### src/rtl/dma_prot_pkg.sv
package dma_prot_pkg;

  // register word index = byte offset >> 2
  typedef enum logic [5:0] {
    W_VER      = 6'h00,
    W_CAP_LO   = 6'h02,
    W_CAP_HI   = 6'h03,
    W_PEN      = 6'h19,
    W_LBASE    = 6'h1A,
    W_LLIM     = 6'h1B,
    W_HBASE_LO = 6'h1C,
    W_HBASE_HI = 6'h1D,
    W_HLIM_LO  = 6'h1E,
    W_HLIM_HI  = 6'h1F
  } word_e;

  localparam int unsigned EN_REQ_BIT = 31;
  localparam int unsigned STATUS_BIT = 0;
  localparam int unsigned CAP_LO_BIT = 5;
  localparam int unsigned CAP_HI_BIT = 6;

endpackage

### src/rtl/dma_prot_en_pipe.sv
module dma_prot_en_pipe #(
  parameter int unsigned LAT = 2
) (
  input  logic clk_i,
  input  logic rst_ni,
  input  logic en_i,
  output logic status_o
);

  logic [LAT-1:0] pipe_q;

  if (LAT == 1) begin : g_single
    always_ff @(posedge clk_i or negedge rst_ni) begin
      if (!rst_ni) pipe_q <= '0;
      else         pipe_q <= en_i;
    end
  end else begin : g_chain
    always_ff @(posedge clk_i or negedge rst_ni) begin
      if (!rst_ni) pipe_q <= '0;
      else         pipe_q <= {pipe_q[LAT-2:0], en_i};
    end
  end

  assign status_o = pipe_q[LAT-1];

endmodule

### src/rtl/dma_prot_cmp.sv
module dma_prot_cmp #(
  parameter int unsigned IW = 19
) (
  input  logic [IW-1:0] addr_idx_i,
  input  logic [IW-1:0] base_i,
  input  logic [IW-1:0] lim_i,
  output logic          hit_o
);

  // inclusive on both ends; an inverted window matches nothing
  assign hit_o = (addr_idx_i >= base_i) && (addr_idx_i <= lim_i);

endmodule

### src/rtl/dma_prot_regs.sv
module dma_prot_regs
  import dma_prot_pkg::*;
#(
  parameter int unsigned HAW      = 39,
  parameter int unsigned GRAN     = 20,
  parameter bit          HAS_HIGH = 1'b1,
  parameter int unsigned VER_MAJ  = 1,
  parameter int unsigned VER_MIN  = 0,
  localparam int unsigned LO_W    = 32 - GRAN,
  localparam int unsigned IDX_W   = HAW - GRAN,
  localparam int unsigned UP_W    = HAW - 32
) (
  input  logic             clk_i,
  input  logic             rst_ni,
  input  logic             wr_i,
  input  word_e            word_i,
  input  logic [31:0]      wdata_i,
  input  logic             status_i,
  output logic [31:0]      rdata_o,
  output logic             en_req_o,
  output logic [LO_W-1:0]  lo_base_o,
  output logic [LO_W-1:0]  lo_lim_o,
  output logic [IDX_W-1:0] hi_base_o,
  output logic [IDX_W-1:0] hi_lim_o
);

  logic            en_req_q;
  logic [LO_W-1:0] lo_base_q, lo_lim_q;
  logic            win_wr;
  logic            unused_wdata;

  assign unused_wdata = ^wdata_i;
  assign win_wr = wr_i && !status_i;

  always_ff @(posedge clk_i or negedge rst_ni) begin
    if (!rst_ni) begin
      en_req_q  <= 1'b0;
      lo_base_q <= '0;
      lo_lim_q  <= '0;
    end else begin
      if (wr_i && word_i == W_PEN) en_req_q <= wdata_i[EN_REQ_BIT];
      if (win_wr && word_i == W_LBASE) lo_base_q <= wdata_i[31:GRAN];
      if (win_wr && word_i == W_LLIM)  lo_lim_q  <= wdata_i[31:GRAN];
    end
  end

  if (HAS_HIGH) begin : g_high
    logic [IDX_W-1:0] hb_q, hl_q;
    always_ff @(posedge clk_i or negedge rst_ni) begin
      if (!rst_ni) begin
        hb_q <= '0;
        hl_q <= '0;
      end else if (win_wr) begin
        if (word_i == W_HBASE_LO) hb_q[LO_W-1:0]     <= wdata_i[31:GRAN];
        if (word_i == W_HBASE_HI) hb_q[IDX_W-1:LO_W] <= wdata_i[UP_W-1:0];
        if (word_i == W_HLIM_LO)  hl_q[LO_W-1:0]     <= wdata_i[31:GRAN];
        if (word_i == W_HLIM_HI)  hl_q[IDX_W-1:LO_W] <= wdata_i[UP_W-1:0];
      end
    end
    assign hi_base_o = hb_q;
    assign hi_lim_o  = hl_q;
  end else begin : g_no_high
    assign hi_base_o = '0;
    assign hi_lim_o  = '0;
  end

  logic [63:0] hb_full, hl_full;
  assign hb_full = {{(64-HAW){1'b0}}, hi_base_o, {GRAN{1'b0}}};
  assign hl_full = {{(64-HAW){1'b0}}, hi_lim_o,  {GRAN{1'b0}}};

  always_comb begin
    rdata_o = '0;
    case (word_i)
      W_VER: begin
        rdata_o[7:4] = 4'(VER_MAJ);
        rdata_o[3:0] = 4'(VER_MIN);
      end
      W_CAP_LO: begin
        rdata_o[CAP_LO_BIT] = 1'b1;
        rdata_o[CAP_HI_BIT] = HAS_HIGH;
      end
      W_PEN: begin
        rdata_o[EN_REQ_BIT] = en_req_q;
        rdata_o[STATUS_BIT] = status_i;
      end
      W_LBASE:    rdata_o = {lo_base_q, {GRAN{1'b0}}};
      W_LLIM:     rdata_o = {lo_lim_q,  {GRAN{1'b0}}};
      W_HBASE_LO: rdata_o = hb_full[31:0];
      W_HBASE_HI: rdata_o = hb_full[63:32];
      W_HLIM_LO:  rdata_o = hl_full[31:0];
      W_HLIM_HI:  rdata_o = hl_full[63:32];
      default:    rdata_o = '0;
    endcase
  end

  assign en_req_o  = en_req_q;
  assign lo_base_o = lo_base_q;
  assign lo_lim_o  = lo_lim_q;

endmodule

### src/rtl/dma_prot_range_unit.sv
module dma_prot_range_unit
  import dma_prot_pkg::*;
#(
  parameter int unsigned HAW      = 39,
  parameter int unsigned GRAN     = 20,
  parameter bit          HAS_HIGH = 1'b1,
  parameter int unsigned EN_LAT   = 2,
  parameter int unsigned VER_MAJ  = 1,
  parameter int unsigned VER_MIN  = 0
) (
  input  logic           clk_i,
  input  logic           rst_ni,
  input  logic           reg_wr_i,
  input  logic [7:0]     reg_addr_i,
  input  logic [31:0]    reg_wdata_i,
  output logic [31:0]    reg_rdata_o,
  input  logic [HAW-1:0] dma_addr_i,
  output logic           dma_block_o
);

  localparam int unsigned LO_W  = 32 - GRAN;
  localparam int unsigned IDX_W = HAW - GRAN;
  localparam int unsigned NR    = HAS_HIGH ? 2 : 1;

  logic             en_req, status;
  logic [LO_W-1:0]  lo_base, lo_lim;
  logic [IDX_W-1:0] hi_base, hi_lim;
  logic [IDX_W-1:0] addr_idx;
  logic [IDX_W-1:0] base_idx [NR];
  logic [IDX_W-1:0] lim_idx  [NR];
  logic [NR-1:0]    hit;
  logic             unused_in;

  assign unused_in = ^{reg_addr_i[1:0], dma_addr_i[GRAN-1:0]};

  dma_prot_regs #(
    .HAW(HAW), .GRAN(GRAN), .HAS_HIGH(HAS_HIGH),
    .VER_MAJ(VER_MAJ), .VER_MIN(VER_MIN)
  ) i_regs (
    .clk_i     (clk_i),
    .rst_ni    (rst_ni),
    .wr_i      (reg_wr_i),
    .word_i    (word_e'(reg_addr_i[7:2])),
    .wdata_i   (reg_wdata_i),
    .status_i  (status),
    .rdata_o   (reg_rdata_o),
    .en_req_o  (en_req),
    .lo_base_o (lo_base),
    .lo_lim_o  (lo_lim),
    .hi_base_o (hi_base),
    .hi_lim_o  (hi_lim)
  );

  dma_prot_en_pipe #(.LAT(EN_LAT)) i_en_pipe (
    .clk_i    (clk_i),
    .rst_ni   (rst_ni),
    .en_i     (en_req),
    .status_o (status)
  );

  assign addr_idx    = dma_addr_i[HAW-1:GRAN];
  // low window lives below 4 GiB: zero-extended registers enforce it
  assign base_idx[0] = IDX_W'(lo_base);
  assign lim_idx[0]  = IDX_W'(lo_lim);

  if (HAS_HIGH) begin : g_hi_win
    assign base_idx[NR-1] = hi_base;
    assign lim_idx[NR-1]  = hi_lim;
  end else begin : g_hi_off
    logic unused_hi;
    assign unused_hi = ^{hi_base, hi_lim};
  end

  for (genvar r = 0; r < NR; r++) begin : g_win
    dma_prot_cmp #(.IW(IDX_W)) i_cmp (
      .addr_idx_i (addr_idx),
      .base_i     (base_idx[r]),
      .lim_i      (lim_idx[r]),
      .hit_o      (hit[r])
    );
  end

  assign dma_block_o = status && (|hit);

endmodule

### config.mk
export PLATFORM = sky130hd
export DESIGN_NAME = dma_prot_range_unit
export DESIGN_NICKNAME = d
export VERILOG_FILES = /design/src/rtl/dma_prot_pkg.sv /design/src/rtl/dma_prot_en_pipe.sv /design/src/rtl/dma_prot_cmp.sv /design/src/rtl/dma_prot_regs.sv /design/src/rtl/dma_prot_range_unit.sv
export SDC_FILE = /design/constraint.sdc
export NUM_CORES = 1
export LEC_CHECK = 0
export ABC_AREA = 0
export BUFFER_PORTS_ARGS = -buffer_cell sky130_fd_sc_hd__buf_2
export CAP_MARGIN = 10
export CORE_UTILIZATION = 55
export DETAILED_ROUTE_END_ITERATION = 6
export HOLD_SLACK_MARGIN = 0.12
export PLACE_DENSITY_LB_ADDON = 0.08
export SLEW_MARGIN = 20
export SYNTH_ARGS = -nofsm -noshare
export SYNTH_HDL_FRONTEND = slang
export SYNTH_HIERARCHICAL = 1
export SYNTH_SLANG_ARGS = --single-unit
### constraint.sdc
create_clock -name clk_i -period 1.9 [get_ports clk_i]
set_input_delay 0 -clock clk_i [delete_from_list [all_inputs] [get_ports clk_i]]
set_output_delay 0 -clock clk_i [all_outputs]
set_load 0.02 [all_outputs]
# Word-level counts from Yosys, hierarchy flattened
# Index checks and enable logic that the tools add are counted.
# classes
order_cmp	4
eq_ne	8
muxes	5
n_reduce_logical	14
# ops
operator	count
case mux 23 bit (4 select lines)	1
equality test 6 x 5 -> 1 bit (second input constant)	7
>= comparator 19 x 12 -> 1 bit	1
>= comparator 19 bit	1
less-or-equal comparator 19 x 12 -> 1 bit	1
less-or-equal comparator 19 bit	1
case mux 4 bit (3 select lines)	1
AND reduction 2 bit	4
logical AND 1 bit	7
equality test 6 x 2 -> 1 bit (second input constant)	1
zero test 6 bit	1
case mux 2 bit (3 select lines)	1
case mux 1 bit (5 select lines)	1
case mux 1 bit (3 select lines)	1
OR reduction 2 bit	1
zero test 1 bit	1
# totals
reg_bits	65
inputBits	82
output_inout_bits	33
wordCells	39

# Longest topological paths before layout
# Gate-level depths: netlist (run 1).
# logic_depth
depth_word	4
mapped_depth	8
mapped_depth_nobuf	8

# Hierarchy
# The synthesis (run 1) kept the hierarchy.
# by_module_without_submodules
module	n_inst	cells_per_inst	area_per_inst_um2	seq_area_each_um2
dma_prot_regs	1	231	3103.0	1576.5
dma_prot_cmp	2	134	935.9	0.0
dma_prot_en_pipe	1	2	50.0	50.0
dma_prot_range_unit	1	2	11.3	0.0

# Worst setup path before layout (run 1)
# No wires, ideal clock.
# synth_path
kind	register -> output
from	register i_regs.g_high.hb_q[17], in the netlist i_regs/hi_base_o[17]
to	output port dma_block_o
arrival_ns	1.704
required_time_ns	1.900
setup_slack_ns	0.196
path_stages_with_launch	9
n_path_buf	0
path_cell_list	dfrtp_1 inv_1 ha_1 and3_1 nand4_1 a21oi_1 a2111oi_1 a22oi_1 o21a_1
# synth_between
elab_chain_cells	4
# synth_lines
element	line	rtl
from (decl)	dma_prot_regs.sv:48	logic [IDX_W-1:0] hb_q, hl_q;
from (signal, indexed assignment)	dma_prot_regs.sv:54	if (word_i == W_HBASE_LO) hb_q[LO_W-1:0] <= wdata_i[31:GRAN];
from (signal, indexed assignment)	dma_prot_regs.sv:55	if (word_i == W_HBASE_HI) hb_q[IDX_W-1:LO_W] <= wdata_i[UP_W-1:0];
>= comparator 19 bit	dma_prot_cmp.sv:11	assign hit_o = (addr_idx_i >= base_i) && (addr_idx_i <= lim_i);
logical AND 1 bit	dma_prot_cmp.sv:11	
via hit[1]	dma_prot_range_unit.sv:31	logic [NR-1:0] hit;
OR reduction 2 bit	dma_prot_range_unit.sv:83	assign dma_block_o = status && (|hit);
logical AND 1 bit	dma_prot_range_unit.sv:83	
to (decl)	dma_prot_range_unit.sv:18	output logic dma_block_o
# The timed path passes the listed nets, and every way through them passes these cells.

# Worst setup path in the final report (run 1)
# layout_path
from	register i_regs.g_high.hb_q[14], in the netlist i_regs/hi_base_o[14]
to	output port dma_block_o
# Same word-level chain as after synthesis.

==> results of run 1 <==
## stage by stage
stage / instances / setup TNS, ps / hold slack, ps
2_1_floorplan: 528 / 0 / -295.6
3_3_place_gp: 700 / -20.85 / 10.65
3_5_place_dp: 700 / -124.3 / 10.47
4_1_cts: 741 / -349.4 / 204.4
5_1_grt: 742 / -444.4 / 227.1
6_report: 742 / -370.7 / 207.4
## timing repair
item | 4_1_cts | 5_1_grt
setup buffers | 3 | 1
resized for setup | 8 | 8
pin swaps | 11 | 6
hold buffers | 22 | 0
cloned | 0 | 0
endpoints found under the hold margin | 128 | 0
endpoints found under the setup margin | 1 | 1
## state kept, by name, summed over array words and instances, names as in the netlist
signal / cells
i_en_pipe/pipe_q: 2
i_regs/en_req_o: 1
i_regs/hi_base_o: 19
i_regs/hi_lim_o: 19
i_regs/lo_base_o: 12
i_regs/lo_lim_o: 12
## final cells by class
cell class	count	area [um2]
multi-input cells	363	3128
fillers	712	2631
flip-flops and latches	65	1627
repair buffers	115	784.5
inverters	75	281.5
well taps	108	135.1
clock buffers	9	123.9
clock inverters	7	95.09
## how the worst min path moves through the flow
stage | cells after the start | slack [ps] | start | endpoint
after floorplan | 0 | -300 | rst_ni | i_en_pipe/pipe_q[0]$_DFF_PN0_
after CTS | 2 | 200 | rst_ni | i_regs/hi_lim_o[15]$_DFFE_PN0P_
after detailed placement | 1 | 10 | rst_ni | i_regs/hi_lim_o[13]$_DFFE_PN0P_
after global placement | 1 | 10 | rst_ni | i_regs/hi_lim_o[13]$_DFFE_PN0P_
final | 2 | 210 | rst_ni | i_regs/hi_lim_o[15]$_DFFE_PN0P_
after global routing | 2 | 230 | rst_ni | i_regs/lo_lim_o[8]$_DFFE_PN0P_
## critical path, stage by stage, from the launching register on
cell	delay, ps
dfrtp_1	360
inv_1	80
ha_4	280
and3_1	160
nand4_1	140
buf_4	160
nor3_2	160
o21ai_1	80
a22oi_1	190
o21a_1	200
buf_6	130
## synthesized netlist by cell type, types with 3 or more instances
| master | n | area share |
|---|---|---|
| o21ai_0 | 11 | 0.011 |
| nand3_1 | 17 | 0.017 |
| and3_1 | 4 | 0.0050 |
| nor2_1 | 16 | 0.012 |
| nor3_1 | 8 | 0.0080 |
| ha_1 | 76 | 0.19 |
| nand4_1 | 12 | 0.015 |
| a211oi_1 | 6 | 0.0089 |
| nand2_1 | 20 | 0.015 |
| nand2b_1 | 4 | 0.0050 |
| mux2i_1 | 30 | 0.060 |
| mux2_2 | 47 | 0.11 |
| o211ai_1 | 3 | 0.0045 |
| buf_4 | 13 | 0.019 |
| o22ai_1 | 11 | 0.014 |
| mux2_1 | 6 | 0.013 |
| a21oi_1 | 29 | 0.029 |
| dfrtp_1 | 65 | 0.32 |
| inv_1 | 75 | 0.056 |
| buf_2 | 7 | 0.0070 |
| nand3b_1 | 3 | 0.0045 |
| mux2_4 | 10 | 0.030 |
## cells by family after synthesis
logic type               count (synthesis)  synth area share
buffers and inverters                  100           0.08894
AND/OR/NAND/NOR                         94            0.1011
multiplexers                            93            0.2079
adder cells (fa/ha/maj)                 76            0.1888
AO/OA/AOI/OAI                           73           0.08870
flip-flops                              65            0.3230
other                                    2          0.001491
## per-layer routing
layer  part of all wire  track usage  routed length (um)
met3              0.036      0.04245                 447
met2               0.51       0.5095                6431
met1               0.42       0.3293                5345
met5                  0            0                   0
met4              0.029       0.1200                 365
## power by group through the flow
stage	Clock (mW)	Combinational, mW	Sequential, mW
global placement	0	1.12	1.73
floorplan	0	0.805	1.69
global route	1.41	1.42	1.73
finish	1.32	1.26	1.71
detailed placement	0	1.15	1.74
CTS	1.35	1.23	1.71
==> impl_metrics.ini, run 1 <==
[status]
run_status = finished, violations left
violations = design-rule violations, negative setup slack

[clocking]
cts_sinks = 65
clock_latency_ps = 340
cts_tree = yes
clkTransAtPathRegs_ps = 80
clockRootBuffer = clkbuf_8
htree_num_levels = 3
clockBufferDepth = 2
cts_buffers = 9

[power_and_ir_drop]
power_density_nw_per_um2 = 695.3
combinationalPowerShare = 0.294
clkPwrFrac = 0.309
leakagePower_nw = 3.096
peakVddDrop_v = 0.0004760
seqPwrFrac = 0.398
p_sw_frac = 0.3162
power.total_mw = 4.293
p_sw_mw = 1.357
p_int_mw = 2.936

[floorplanning]
io_pins = 115
die_h_um = 97.69
start_util = 0.5719
die-area_um2 = 9543
core_um2 = 8806
row_count = 34
die_x_um = 97.69

[sta]
fin_worst_skew_ps = 5.945
min_period_over_period = 1.195
fmax_mhz = 440.4
relSlewSlack = 0.6416
period_minus_slack_ps = 2271
setup_viol = 1
rsz0062_at_grt = yes
final-max-slew-violation-count = 0
worst_pin_slew_ps = 537.6
hold_viol = 0
layout_setup_ws_ps = -370.7

[critical_path]
required_ps = 1900
crit_end = dma_block_o
cp-end-kind = output pin
start_kind = flop
crit_start = i_regs/hi_base_o[14]$_DFFE_PN0P_
worstReg2RegEnd = i_regs/hi_base_o[3]$_DFFE_PN0P_
arrival_ps = 2270
reg2reg_from = i_en_pipe/pipe_q[1]$_DFF_PN0_
r2r_setup_slack_ps = 140
criticalPathCategory = reg2out
path_max_fanout = 3
rr_worst_depth = 3

[grt]
grt_overflow = 0
grt_pass1_vias = 4263
grt_pass1_wl_um = 20730
antenna_found_initial = 0
grt_use_total = 0.2815
grt_max_degree = 34

[drt]
dr.pass1.iters = 6
routed_wirelength_um = 12590
drt_iter0_markers = 92
dr_total_vias = 4128
ant_nets = 0
via_per_inst = 5.563
drt-wirelength-per-cell_um = 16.97
route.detailed.drc = 14

[synthesis]
yosysUniqueCellTypes = 43
synth-edff-count = 0
async_reset_ff_frac = 1.000
netlist_area_um2 = 5036
synth-seq-cells = 65
synthCells = 503
yosysWarnings = 6
yosysSeqAreaShare = 0.3230
ys.flop_type = dfrtp_1
avgSynthCellArea_um2 = 10.01

[final_layout]
final_area_um2 = 6175
final_cell_mix = inv_1 (74), ha_1 (73), dfrtp_1 (65), buf_2 (65), mux2_2 (47)
final_common_cell = inv_1
syn2layout_area_growth_pct = 22.61
antenna_cells = 0
drive_gt1_frac = 0.2886
nets = 787
final_core_util = 0.7012

[place]
gp_congestion = 0.8698
pre_cts_ws_ps = -124.3
dp_hpwl_um = 9469
placed_area_um2 = 5632
port_buffers = 66

[run]
maxCapViolCount = 0

[worst_hold_path]
hold_path_class = in2async
Note: power is estimated with default switching activity, not from simulation.
==> run 2: changes to the inputs <==
--- a/config.mk
+++ b/config.mk
@@ -8,7 +8,10 @@
 export ABC_AREA = 0
 export BUFFER_PORTS_ARGS = -buffer_cell sky130_fd_sc_hd__buf_2
 export CAP_MARGIN = 10
+export CORE_ASPECT_RATIO = 1.5
+export CORE_MARGIN = 4
 export CORE_UTILIZATION = 55
+export CTS_CLUSTER_DIAMETER = 200
 export DETAILED_ROUTE_END_ITERATION = 6
 export HOLD_SLACK_MARGIN = 0.12
 export PLACE_DENSITY_LB_ADDON = 0.08
==> run 2 against run 1 <==
Compared with the run above: the run ends with negative setup slack left; first-iteration DRC count rose by 80%; sequential share of layout area down 0.28 points; clock power increased by 25%; critical path type unchanged; largest cell class unchanged.
==> impl_metrics.ini, run 2 (synthesis results as in run 1) <==
[sta]
fmax_mhz = 462.2
hold_viol = 0
layout_setup_ws_ps = -263.4
min_period_over_period = 1.139
fin_worst_skew_ps = 4.236
setup_viol = 1
hold_ws_ps = 147.3
period_minus_slack_ps = 2163
relSlewSlack = 0.6095
worst_pin_slew_ps = 585.7
final-max-slew-violation-count = 0
rsz0062_at_grt = yes

[floorplanning]
die_x_um = 86.13
die_h_um = 125.2
row_count = 42
die-area_um2 = 10780
io_pins = 115
core_um2 = 8881
start_util = 0.5671

[grt]
grt_max_degree = 25
grt_pass1_wl_um = 21540
grt_use_met3 = 0.03292
grtUsageMet2 = 0.4557
grt_use_total = 0.2555
top_usage_layer = met2
grt_overflow = 0
antenna_found_initial = 0
grt_pass1_vias = 4494
use_met1 = 0.2945

[power_and_ir_drop]
peakVddDrop_v = 0.0005841
seqPwrFrac = 0.370
combinationalPowerShare = 0.275
p_int_mw = 3.246
p_sw_frac = 0.3010
leakagePower_nw = 3.103
power_density_nw_per_um2 = 744.1
power.total_mw = 4.644
clkPwrFrac = 0.355
p_sw_mw = 1.398

[final_layout]
antenna_cells = 0
fin_cells = 739
nets = 782
final_common_cell = inv_1
final_core_util = 0.7027
final_cell_mix = inv_1 (72), ha_1 (70), dfrtp_1 (65), buf_2 (65), mux2_2 (47)
syn2layout_area_growth_pct = 23.93
drive_gt1_frac = 0.2941

[clocking]
clockRootBuffer = clkbuf_16
cts_buffers = 9
clock_latency_ps = 330
cts_sinks = 65
clockBufferDepth = 2
cts_tree = yes
htree_num_levels = 3
clkTransAtPathRegs_ps = 50

[critical_path]
criticalPathCategory = reg2out
start_kind = flop
required_ps = 1900
cp-end-kind = output pin
path_max_fanout = 2
rr_worst_depth = 3
arrival_ps = 2160

[place]
place_inst = 698
port_buffers = 66
gp_congestion = 0.9008
dp_hpwl_um = 9759

[worst_hold_path]
whs_path_depth = 4
hold_path_class = in2reg

[drt]
dr_total_vias = 4141
drt-wirelength-per-cell_um = 17.84
routed_wirelength_um = 13180
drt_iter0_markers = 166
dr.pass1.iters = 4
via_per_inst = 5.604
ant_nets = 0
route.detailed.drc = 0

[status]
run_status = finished, violations left
violations = negative setup slack

[run]
maxCapViolCount = 0
==> run 2: stage by stage <==
stage,setup WS (ps),area (um2),TNS (ps)
3_5_place_dp,-50.07,5579,-50.07
2_1_floorplan,195.7,5130,0
4_1_cts,-252.2,6176,-252.2
5_1_grt,-383.2,6241,-383.2
6_report,-263.4,6241,-263.4
3_3_place_gp,-51.00,5579,-51.00
==> run 2: power by group through the flow <==
stage | logic [mW] | registers (mW) | clock network [mW]
2_1_floorplan | 0.805 | 1.69 | 0
3_3_place_gp | 1.10 | 1.73 | 0
3_5_place_dp | 1.14 | 1.74 | 0
4_1_cts | 1.25 | 1.71 | 1.68
5_1_grt | 1.45 | 1.74 | 1.74
6_report | 1.28 | 1.72 | 1.65
==> run 2: final timing paths <==
| path | start | to | slack, ps |
|---|---|---|---|
| min in group asynchronous | rst_ni | i_regs/hi_lim_o[17]$_DFFE_PN0P_ | 210 |
| max reg2reg | i_en_pipe/pipe_q[1]$_DFF_PN0_ | i_regs/hi_base_o[6]$_DFFE_PN0P_ | 160 |
| min | reg_addr_i[7] | i_regs/en_req_o$_DFFE_PN0P_ | 150 |
| min reg2reg | i_en_pipe/pipe_q[0]$_DFF_PN0_ | i_en_pipe/pipe_q[1]$_DFF_PN0_ | 350 |
| max in group asynchronous | rst_ni | i_regs/lo_lim_o[5]$_DFFE_PN0P_ | 950 |
| max | i_regs/hi_base_o[12]$_DFFE_PN0P_ | dma_block_o | -260 |
==> run 2: per-layer routing <==
layer	wire, um	vias up
met5	0	-
met2	7055	111
met4	416	0
met1	5148	2007
li1	-	1993
met3	563	30
==> run 2: final cells by class <==
| class | instances | area [um2] |
|---|---|---|
| multi-input combinational | 363 | 3186 |
| tap | 110 | 137.6 |
| fill | 693 | 2640 |
| clock inverter | 3 | 40.04 |
| inverter | 75 | 281.5 |
| timing repair buffer | 110 | 719.4 |
| sequential | 65 | 1627 |
| clock buffer | 13 | 250.2 |
==> run 2: worst max-delay path, stage by stage (launching register included) <==
cell and delay [ps]:
dfrtp_1 400, inv_2 70, ha_4 200, a21oi_2 110
a2bb2oi_1 160, a21oi_1 100, a2111oi_2 310, a22oi_1 140
o21a_1 200, buf_6 130
==> run 2: what timing repair did <==
action                                  CTS  global route
resized for setup                        16             8
pin swaps                                10             3
hold endpoints to repair                 84             0
endpoints found under the setup margin    1             1
hold buffers                             21             0
setup buffers                             4             0
==> run 3: changes to the inputs <==
--- a/config.mk
+++ b/config.mk
@@ -8,7 +8,6 @@
 export ABC_AREA = 0
 export BUFFER_PORTS_ARGS = -buffer_cell sky130_fd_sc_hd__buf_2
 export CAP_MARGIN = 10
-export CORE_ASPECT_RATIO = 1.5
 export CORE_MARGIN = 4
 export CORE_UTILIZATION = 55
 export CTS_CLUSTER_DIAMETER = 200
==> run 3 against run 2 <==
Compared with the run above: the run still ends with negative setup slack left; critical path depth is 1 higher; non-clock buffer count up 7; clock-buffer cell count fell by 4; routed wire length shrank 1.6%; sequential share of layout area is 0.16 points higher; die area decreased by 0.29%; largest cell class unchanged; highest routed layer unchanged.
==> impl_metrics.ini, run 3 (synthesis results as in run 1) <==
[status]
run_status = finished, violations left
violations = negative setup slack

[place]
dp_hpwl_um = 9847
gp_congestion = 0.9038
placed_area_um2 = 5647
port_buffers = 66
pre_cts_ws_ps = -68.35

[sta]
final.setup.tns_ps = -344.5
hold_viol = 0
final-max-slew-violation-count = 0
relSlewSlack = 0.6135
layout_setup_ws_ps = -344.5
fin_worst_skew_ps = 12.74
min_period_over_period = 1.181
hold_ws_ps = 203.2
period_minus_slack_ps = 2244
setup_viol = 1
fmax_mhz = 445.5
worst_pin_slew_ps = 579.8
rsz0062_at_grt = yes

[clocking]
clkTransAtPathRegs_ps = 80
cts_buffers = 9
cts_sinks = 65
cts_tree = yes
clockBufferDepth = 2
clockRootBuffer = clkbuf_8
clock_latency_ps = 330
htree_num_levels = 3

[final_layout]
final_cell_mix = ha_1 (72), inv_1 (70), dfrtp_1 (65), buf_2 (65), mux2_2 (47)
nets = 789
syn2layout_area_growth_pct = 23.18
antenna_cells = 0
final_common_cell = ha_1
drive_gt1_frac = 0.2987
final_area_um2 = 6203

[grt]
grt_pass1_vias = 4429
grt_use_met3 = 0.03234
antenna_found_initial = 0
grt_use_total = 0.2480
grt_overflow = 0
grtUsageMet2 = 0.4407
top_usage_layer = met2
grt_max_degree = 32
use_met1 = 0.3065
grt_pass1_wl_um = 21750

[drt]
drt-wirelength-per-cell_um = 17.43
routed_wirelength_um = 12970
dr_total_vias = 4139
ant_nets = 0
via_per_inst = 5.563
drt_iter0_markers = 141
route.detailed.drc = 0
dr.pass1.iters = 4

[power_and_ir_drop]
peakVddDrop_v = 0.0005120
power_density_nw_per_um2 = 692.5
leakagePower_nw = 3.108
power.total_mw = 4.296

[critical_path]
required_ps = 1900
cp_slowest_stage_delay_ps = 360
start_kind = flop
path_cells = inv_2 > ha_4 > and3_4 > nand4_1 > buf_4 > nor3_2 > o21ai_1 > a22oi_1 > o21a_1 > buf_6
path_max_fanout = 2
arrival_ps = 2240
worst_path_max_delay_cell = dfrtp_1
cp-end-kind = output pin
criticalPathCategory = reg2out

[floorplanning]
die-area_um2 = 10750
start_util = 0.5719
die_h_um = 103.7
io_pins = 115
die_x_um = 103.7
core_um2 = 8806
row_count = 34

[run]
maxCapViolCount = 0

[worst_hold_path]
hold_path_class = in2async
## run 3: cell type report
| cell class | instances | area [um2] |
|---|---|---|
| clock inverter | 7 | 95.09 |
| fill | 680 | 2603 |
| sequential | 65 | 1627 |
| multi-input combinational | 363 | 3142 |
| clock buffer | 9 | 123.9 |
| tap | 108 | 135.1 |
| inverter | 75 | 281.5 |
| timing repair buffer | 117 | 799.5 |
## run 3: final timing paths
check,startpoint,to,slack (ps),cells after the start
setup / recovery,i_regs/hi_base_o[17]$_DFFE_PN0P_,dma_block_o,-340,10
hold / removal,rst_ni,i_regs/hi_lim_o[16]$_DFFE_PN0P_,200,2
setup reg to reg,i_en_pipe/pipe_q[1]$_DFF_PN0_,i_regs/hi_base_o[5]$_DFFE_PN0P_,140,3
hold reg to reg,i_en_pipe/pipe_q[0]$_DFF_PN0_,i_en_pipe/pipe_q[1]$_DFF_PN0_,350,0
max in group asynchronous,rst_ni,i_regs/hi_base_o[5]$_DFFE_PN0P_,1070,3
min in group clk_i,reg_addr_i[3],i_regs/lo_base_o[11]$_DFFE_PN0P_,210,4
## run 3: timing repair
action / CTS / global route
setup endpoints to repair: 1 / 1
hold endpoints to repair: 115 / 0
hold buffers: 22 / 0
pin swaps: 13 / 4
gates resized for setup: 15 / 4
setup buffers: 4 / 0
## run 3: power breakdown
part / internal (mW) / total, mW / switching (mW) / leakage [nW]
logic: 0.636 / 1.27 / 0.639 / 2.13
registers: 1.57 / 1.71 / 0.142 / 0.864
clock network: 0.739 / 1.31 / 0.574 / 0.109
total: 2.94 / 4.30 / 1.35 / 3.11
## run 3: critical path: cells and delay by family, from the launching register on
kind            cells  cell delay [ps]
compound gates      3              490
fa+ha+maj           1              260
buf+inv             3              350
flops               1              360
simple gates        3              460
## run 3: metal layers
metal,vias to the layer above,wire (um)
li1,2007,-
met1,1999,5575
met2,99,6543
met3,34,414
met4,0,436
met5,-,0
## run 3: metrics by stage
stage	util	std cells
after floorplan	-	528
after global placement	0.6412	702
after detailed placement	0.6412	702
after CTS	0.7035	744
after global routing	0.7045	744
final	0.7045	744
